===== src/rtl/cond_alu_pkg.sv =====
// Package: shared operation codes and flag layout for the ALU.
// Assumes the flag vector order {N,Z,V,C}, with N in bit 3.
package cond_alu_pkg;

    typedef enum logic [2:0] {
        OP_ADD  = 3'b000,
        OP_SUB  = 3'b001,
        OP_AND  = 3'b010,
        OP_OR   = 3'b011,
        OP_NOTA = 3'b100,
        OP_NEGA = 3'b101,
        OP_PASS = 3'b110,
        OP_INCB = 3'b111
    } alu_op_e;

    typedef struct packed {
        logic n;
        logic z;
        logic v;
        logic c;
    } cc_t;

    // True for the codes that go through the adder.
    function automatic logic op_is_arith(alu_op_e o);
        return (o == OP_ADD) || (o == OP_SUB) || (o == OP_NEGA) || (o == OP_INCB);
    endfunction

endpackage


===== src/rtl/cond_alu_adder.sv =====
// Adder path: chooses the adder inputs and carry-in for add, subtract,
// negate and increment, then forms the sum, carry out and overflow.
// Assumes the two's-complement overflow rule on the adder inputs.
module cond_alu_adder
    import cond_alu_pkg::*;
#(
    parameter int W = 16
) (
    input  alu_op_e        op,
    input  logic [W-1:0]   a,
    input  logic [W-1:0]   b,
    output logic [W-1:0]   sum,
    output logic           cout,
    output logic           ovf
);
    localparam int XW = W + 1;

    logic [W-1:0]  x_in;
    logic [W-1:0]  y_in;
    logic          c_in;
    logic [XW-1:0] ext;

    // Pick the adder inputs and carry-in for the selected operation.
    always_comb begin
        x_in = a;
        y_in = b;
        c_in = 1'b0;
        unique case (op)
            OP_SUB:  begin x_in = a;  y_in = ~b;        c_in = 1'b1; end
            OP_NEGA: begin x_in = ~a; y_in = '0;        c_in = 1'b1; end
            OP_INCB: begin x_in = b;  y_in = '0;        c_in = 1'b1; end
            default: begin x_in = a;  y_in = b;         c_in = 1'b0; end
        endcase
    end

    // Extended sum, one bit wider than the operands.
    always_comb begin
        ext = {1'b0, x_in} + {1'b0, y_in} + {{(XW-1){1'b0}}, c_in};
    end

    // Split the sum into result bits, carry and sign overflow.
    always_comb begin
        sum  = ext[W-1:0];
        cout = ext[W];
        ovf  = (x_in[W-1] & y_in[W-1] & ~ext[W-1]) |
               (~x_in[W-1] & ~y_in[W-1] & ext[W-1]);
    end

endmodule


===== src/rtl/cond_alu_logic.sv =====
// Logic path: AND, OR, invert and pass-through. It carries no flags
// of its own. Assumes the caller selects this output only for the
// logic codes.
module cond_alu_logic
    import cond_alu_pkg::*;
#(
    parameter int W = 16
) (
    input  alu_op_e      op,
    input  logic [W-1:0] a,
    input  logic [W-1:0] b,
    output logic [W-1:0] res
);
    // Bitwise function selected by the operation code.
    always_comb begin
        unique case (op)
            OP_AND:  res = a & b;
            OP_OR:   res = a | b;
            OP_NOTA: res = ~a;
            OP_PASS: res = b;
            default: res = '0;
        endcase
    end

endmodule


===== src/rtl/cond_alu_flags.sv =====
// Flag former: N and Z from the result, and V and C from the adder
// for arithmetic codes only. Flags are forced to 0 otherwise.
module cond_alu_flags
    import cond_alu_pkg::*;
#(
    parameter int W = 16
) (
    input  logic [W-1:0] res,
    input  logic         arith,
    input  logic         cout,
    input  logic         ovf,
    output cc_t          flg
);
    // Assemble the four condition flags.
    always_comb begin
        flg.n = res[W-1];
        flg.z = (res == '0);
        flg.v = arith & ovf;
        flg.c = arith & cout;
    end

endmodule


===== src/rtl/cond_alu.sv =====
// Top: eight-function ALU with live flags and an optional condition
// code register (CC_REG). The register uses a synchronous active-low
// reset and loads on flag_load.
module cond_alu
    import cond_alu_pkg::*;
#(
    parameter int W      = 16,
    parameter bit CC_REG = 1'b1
) (
    input  logic         clk,
    input  logic         rst_n,
    input  logic [2:0]   op,
    input  logic [W-1:0] y_opnd,
    input  logic [W-1:0] bus_opnd,
    input  logic         flag_load,
    output logic [W-1:0] result,
    output logic [3:0]   flags_now,
    output logic [3:0]   cc_q
);
    alu_op_e       op_e;
    logic [W-1:0]  add_sum;
    logic          add_cout;
    logic          add_ovf;
    logic [W-1:0]  lgc_res;
    logic          arith;
    cc_t           flg;

    // Decode the raw code into the shared enum.
    always_comb begin
        op_e  = alu_op_e'(op);
        arith = op_is_arith(op_e);
    end

    cond_alu_adder #(.W(W)) adder_i (
        .op   (op_e),
        .a    (y_opnd),
        .b    (bus_opnd),
        .sum  (add_sum),
        .cout (add_cout),
        .ovf  (add_ovf)
    );

    cond_alu_logic #(.W(W)) logic_i (
        .op  (op_e),
        .a   (y_opnd),
        .b   (bus_opnd),
        .res (lgc_res)
    );

    // Choose the adder or the logic path for the result.
    always_comb begin
        result = arith ? add_sum : lgc_res;
    end

    cond_alu_flags #(.W(W)) flags_i (
        .res   (result),
        .arith (arith),
        .cout  (add_cout),
        .ovf   (add_ovf),
        .flg   (flg)
    );

    // Export the live flags.
    always_comb begin
        flags_now = flg;
    end

    generate
        if (CC_REG) begin : g_ccreg
            cc_t cc_r;
            // Condition code register: reset clears it, load captures.
            always_ff @(posedge clk) begin
                if (!rst_n)
                    cc_r <= '0;
                else if (flag_load)
                    cc_r <= flg;
            end
            // Drive the output from the register.
            always_comb cc_q = cc_r;
        end else begin : g_ccwire
            // No register: the condition code follows the live flags.
            always_comb cc_q = flg;
        end
    endgenerate

endmodule


===== config.mk =====
export PLATFORM = sky130hd
export DESIGN_NAME = cond_alu
export DESIGN_NICKNAME = d
export VERILOG_FILES = /design/src/rtl/cond_alu_pkg.sv /design/src/rtl/cond_alu_adder.sv /design/src/rtl/cond_alu_logic.sv /design/src/rtl/cond_alu_flags.sv /design/src/rtl/cond_alu.sv
export SDC_FILE = /design/constraint.sdc
export NUM_CORES = 1
export LEC_CHECK = 0
export CAP_MARGIN = 20
export CORE_UTILIZATION = 53
export DETAILED_ROUTE_END_ITERATION = 10
export PLACE_DENSITY = 0.9
export SLEW_MARGIN = 40
export SYNTH_ARGS = -nofsm -noshare
export SYNTH_HDL_FRONTEND = slang
export SYNTH_SLANG_ARGS = --single-unit
export TNS_END_PERCENT = 5

===== constraint.sdc =====
create_clock -name clk -period 9.83 [get_ports clk]
set_input_delay 1.4745 -clock clk [delete_from_list [all_inputs] [get_ports clk]]
set_output_delay 1.4745 -clock clk [all_outputs]
set_load 0.02 [all_outputs]

-- Word-level counts from Yosys, hierarchy flattened
Index checks and enable logic that the tools add are counted.
- reduce and logical (&&, ||, !) cells: 7
- equal/unequal tests: 7
- muxes and demuxes: 5
- add/subtract/negate cells: 2
- bitwise logic cells: 14
- operator list (operator ; count):
    case mux 16 bit (2 select lines) ; 2
    case mux 16 bit (4 select lines) ; 1
    inverter 16 bit ; 2
    adder 16 x 16 -> 17 bit ; 1
    adder 17 x 1 -> 17 bit ; 1
    bitwise AND 16 bit ; 1
    zero test 16 bit ; 1
    2-to-1 mux 16 bit ; 1
    OR 16 bit ; 1
    equality test 3 bit (second input constant) ; 4
    bitwise AND 1 bit ; 6
    equality test 3 x 2 -> 1 bit (second input constant) ; 2
    equality test 3 x 1 -> 1 bit (second input constant) ; 1
    zero test 3 bit ; 1
    logical OR 1 bit ; 3
    inverter 1 bit ; 3
    OR reduction 3 bit ; 1
    OR reduction 2 bit ; 1
    2-to-1 mux 1 bit ; 1
    OR 1 bit ; 1
- word-level logic and storage cells: 39
- input port bits: 38
- output and inout bits: 24
- register bits: 4

-- Longest topological paths before layout
Gate-level depths: netlist of the first run.
- depth after elaboration: 9
- mapped depth: 17
- depth with buffers taken out: 15

-- Cells and area by module
From an unflattened synthesis of the first run, not the netlist that was laid out.
- cell total of the unflattened synthesis: 332
- area total of the unflattened synthesis: 2369.8 um^2
- modules (own cells, without submodules) (module ; area an instance (um^2) ; cells each ; instances ; seq. area each (um^2)):
    cond_alu_adder ; 1310.0 ; 216 ; 1 ; 0.0
    cond_alu_logic ; 601.8 ; 75 ; 1 ; 0.0
    cond_alu ; 404.1 ; 33 ; 1 ; 80.1
    cond_alu_flags ; 53.8 ; 8 ; 1 ; 0.0

-- Least setup slack after synthesis of the first run
Ideal clock, no wire load.
- path kind: input port to output port
- start: input op[0]
- end: output flags_now[2]
- setup slack: 2458 ps
- stages: 17
- arrival: 5897 ps
- path buffers: 4
- required time: 8356 ps
- path through: buf_2 > buf_2 > buf_1 > o21ai_1 > clkbuf_1 > inv_1 > fa_1 > inv_1 > fa_1 > nand2b_1 > a21oi_1 > xnor2_1 > o221ai_1 > or4_1 > or4b_1 > or4_1 > nor4_2
- longest elaborated chain between the ends: 7
- elaborated cells on any way between the ends: 21
- those cells by class: 2 x add/sub; 7 x eq/ne; 5 x mux; 7 x reduce/logical
- RTL lines (element ; RTL line ; source):
    from (decl) ; cond_alu.sv:12 ; input logic [2:0] op,
    equality test 3 bit ; cond_alu_pkg.sv:25, cond_alu_adder.sv:28 ;
    OR reduction 2 bit (no source line) ; -- ;
    case mux 16 bit (2 select lines) ; cond_alu_adder.sv:28 ; unique case (op)
    adder 16 x 16 -> 17 bit ; cond_alu_adder.sv:38 ; ext = {1'b0, x_in} + {1'b0, y_in} + {{(XW-1){1'b0}}, c_in};
    adder 17 x 1 -> 17 bit ; cond_alu_adder.sv:38 ;
    2-to-1 mux 16 bit * ; cond_alu.sv:52 ; result = arith ? add_sum : lgc_res;
    named net result[4] ; cond_alu.sv:16 ; output logic [W-1:0] result,
    zero test 16 bit * ; cond_alu_flags.sv:17 ; flg.z = (res == '0);
    to (decl) ; cond_alu.sv:17 ; output logic [3:0] flags_now,
The timed path passes the listed nets; every way through them passes the cells marked *.

-- Final worst setup path of the first run
- start: input op[1]
- end: output flags_now[2]
- longest elaborated chain between the ends: 7
- elaborated cells on any way between the ends: 21
- those cells by class: 2 x add/sub; 7 x eq/ne; 5 x mux; 7 x reduce/logical
- RTL lines (element ; RTL line):
    equality test 3 bit ; cond_alu_pkg.sv:25, cond_alu_adder.sv:28
    OR reduction 2 bit (no source line) ; --
    case mux 16 bit (2 select lines) ; cond_alu_adder.sv:28
    adder 16 x 16 -> 17 bit ; cond_alu_adder.sv:38
    adder 17 x 1 -> 17 bit ; cond_alu_adder.sv:38
    2-to-1 mux 16 bit * ; cond_alu.sv:52
    zero test 16 bit * ; cond_alu_flags.sv:17
Mark *: on every way between the ends. The rest lies on a longest branch, timed or not.

==> out/metrics.csv, run 1 <==
metric;value;unit
ir_drop;0.0444;mV
area_delta_synth_final;29.1;%
die-height;66.1;um
fin_crit;8570;ps
crit_path_max_fanout;37;
worstSetupPathType;input pin to output port;
fin_nets;455;
yosysTopAreaCell;o21ai_0;
drt-pass1-iter-count;5;
die_w;66.1;um
post-place-cells;442;
async_flop_share;0;
core_area;0.00380;sq mm
layout_setup_ws;1260;ps
critPathSlowestCell;clkdlybuf4s50_1;
seqPwrFrac;0.064;
fin_area;0.00281;sq mm
grt_usage;0.344;
critPathCaptureType;output port;
port_buffers;61;
clockBufferDepth;2;
cts_sinks;4;
ys_ff_latch;4;
grt_max_degree;38;
post-dp-hpwl;5.66;mm
finalHoldViolations;0;
syn_area;0.00218;sq mm
max_freq;117;MHz
status;finished, final reports clean;
max_cap_violations;0;
clkTransAtPathRegs;30;ps
internal_power;139;uW
holdWs;483;ps
antenna_found_initial;0;
r2r_slack;9140;ps
layout-drive-gt1-share;0.0529;
start_util;0.573;
drc;0;
syn-instance-count;349;
cts_hold_buf;0;
ys.flop_type;dfxtp_1;
p_comb_frac;0.810;
grt_overflow;0;
holdPathStages;2;
synthTopCellsByCount;nand2_1 (65), o21ai_0 (63), a21oi_1 (22);
setup_tns;0;ps
finalSetupViolations;0;
cts_resized;0;
wl_per_cell;16.7;um
final_util;0.740;
die_area;0.00437;sq mm
via_per_inst;6.41;
report.power.total;275;uW
synth_enable_flop_cells;0;
synth_area_leaders;o21ai_0 (14%), nand2_1 (11%), ha_1 (9.2%);
post-place-ws;1220;ps
fin_crit_sh;0.872;
crit_path_start_kind;input pin;
cp_cell_sequence;clkdlybuf4s50_1 > buf_4 > inv_2 > o21ai_1 > buf_4 > nand2_1 > o21ai_0 > inv_1 > fa_1 > nand2b_1 > a21oi_1 > xnor2_1 > o221ai_1 > or4_1 > or4b_1 > or4_1 > nor4_2 > clkdlybuf4s50_1;
sw_frac_of_total;0.495;
drt_wl_total;7.42;mm
worstMarginPinSlew;624;ps
rsz0062_at_grt;false;
gp_congestion;0.956;
synth_top_area_frac;0.145;
dpl_cell_area;0.00278;sq mm
max_stage_delay;640;ps
yosys_warnings;0;
clkPwrFrac;0.126;
largest_reg_flops;4;
vias;2854;
layout.area.seq;80.1;sq um
yosysMostFrequentCell;nand2_1;
cts_root_buffer;clkbuf_8;
worstRegToRegCells;2;
post-cts-setup-buffer-count;0;
cts_tree;done;
ant_nets;0;
p_sw;136;uW
hp-class;register to register;
cp_data_arrival_time;7100;ps
diodes;0;
clock_skew;0;ps
io_pins;62;
powerDensity;97.7;mW/mm^2
rows;22;
numCtsBuffers;3;
final_cells;445;
cts_max_level;1;
finalMaxSlewViolations;0;
grt_pass1_wl;11.6;mm
grt_pass1_vias;2461;
synth_cell_type_count;58;
seq_area_frac_synth;0.0368;
cp.required;8360;ps
clock_latency;220;ps
multiInputGateArea;0.00193;sq mm
p_leak;1.11;nW
fill_cells;325;
drtIter0Drc;307;
syn_avg_cell_area;6.24;sq um
timing.slew.headroom;0.584;
syn_nets;405;
layout make-up:
type	instances	area share
repair buffers	65	0.226
clock buffers	3	0.0147
inverters	18	0.0240
well taps	48	0.0214
flip-flops and latches	4	0.0285
multi-input cells	307	0.685
cells by family (layout without fill, tap and decap cells):
logic type                 after synthesis  after routing  synth area share
AOI/OAI and AO/OA                      143            143             0.412
and+or+nand+nor                        127            127             0.280
buffers and inverters                   38             86            0.0793
adders and majority gates               24             24             0.139
xor gates and xnor gates                11             11            0.0443
DFF                                      4              4            0.0368
muxes                                    2              2           0.00920
cell usage in the layout, fill, tap and decap left out, types with 7 or more instances in the layout:
cell             count
nand2b_1             7
nand2_1             65
nor2_1              19
o211ai_1             7
a21oi_1             22
xnor2_1              9
ha_1                16
inv_1               16
a211oi_1             8
o21ai_0             63
clkdlybuf4s50_1     60
power by group through the flow:
stage	clock (mW)	combinational [mW]	sequential, mW
final	0.0347	0.222	0.0175
after global routing	0.0358	0.239	0.0176
after CTS	0.0349	0.219	0.0175
after detailed placement	0	0.218	0.0177
after global placement	0	0.213	0.0177
after floorplan	0	0.138	0.0187
worst paths after layout:
| kind | end | start |
|---|---|---|
| worst max register to register | cc_q[1]$_SDFFE_PN0P_ | cc_q[1]$_SDFFE_PN0P_ |
| worst min register to register | cc_q[3]$_SDFFE_PN0P_ | cc_q[3]$_SDFFE_PN0P_ |
| worst min-delay path | cc_q[3]$_SDFFE_PN0P_ | cc_q[3]$_SDFFE_PN0P_ |
| worst max-delay path | flags_now[2] | op[1] |
routing by layer:
metal	vias to the layer above	global-route usage	routed length [um]
met5	-	0	0
met4	0	0.136	193
met3	26	0.0224	655
met2	155	0.606	3580
met1	1300	0.430	2990
li1	1373	-	-
worst max-delay path, delay by kind of cell:
| kind | cells | cell delay (ps) |
|---|---|---|
| fa+ha+maj | 1 | 460 |
| simple gates | 6 | 1970 |
| compound gates | 4 | 1000 |
| xor+xnor | 1 | 130 |
| buf+inv | 6 | 2040 |
Power figures use the tool's default switching activity.
==> inputs of run 2 (changes only) <==
Settings changed: CAP_MARGIN 20 to 10.
==> results of run 2 <==
Same layout as run 1: the final DEF is identical, and so are final timing and power.
==> inputs of run 3 (changes only) <==
Settings changed: SKIP_LAST_GASP set to 1.
==> results of run 3 <==
Same layout as run 1: the final DEF is identical, and so are final timing and power.
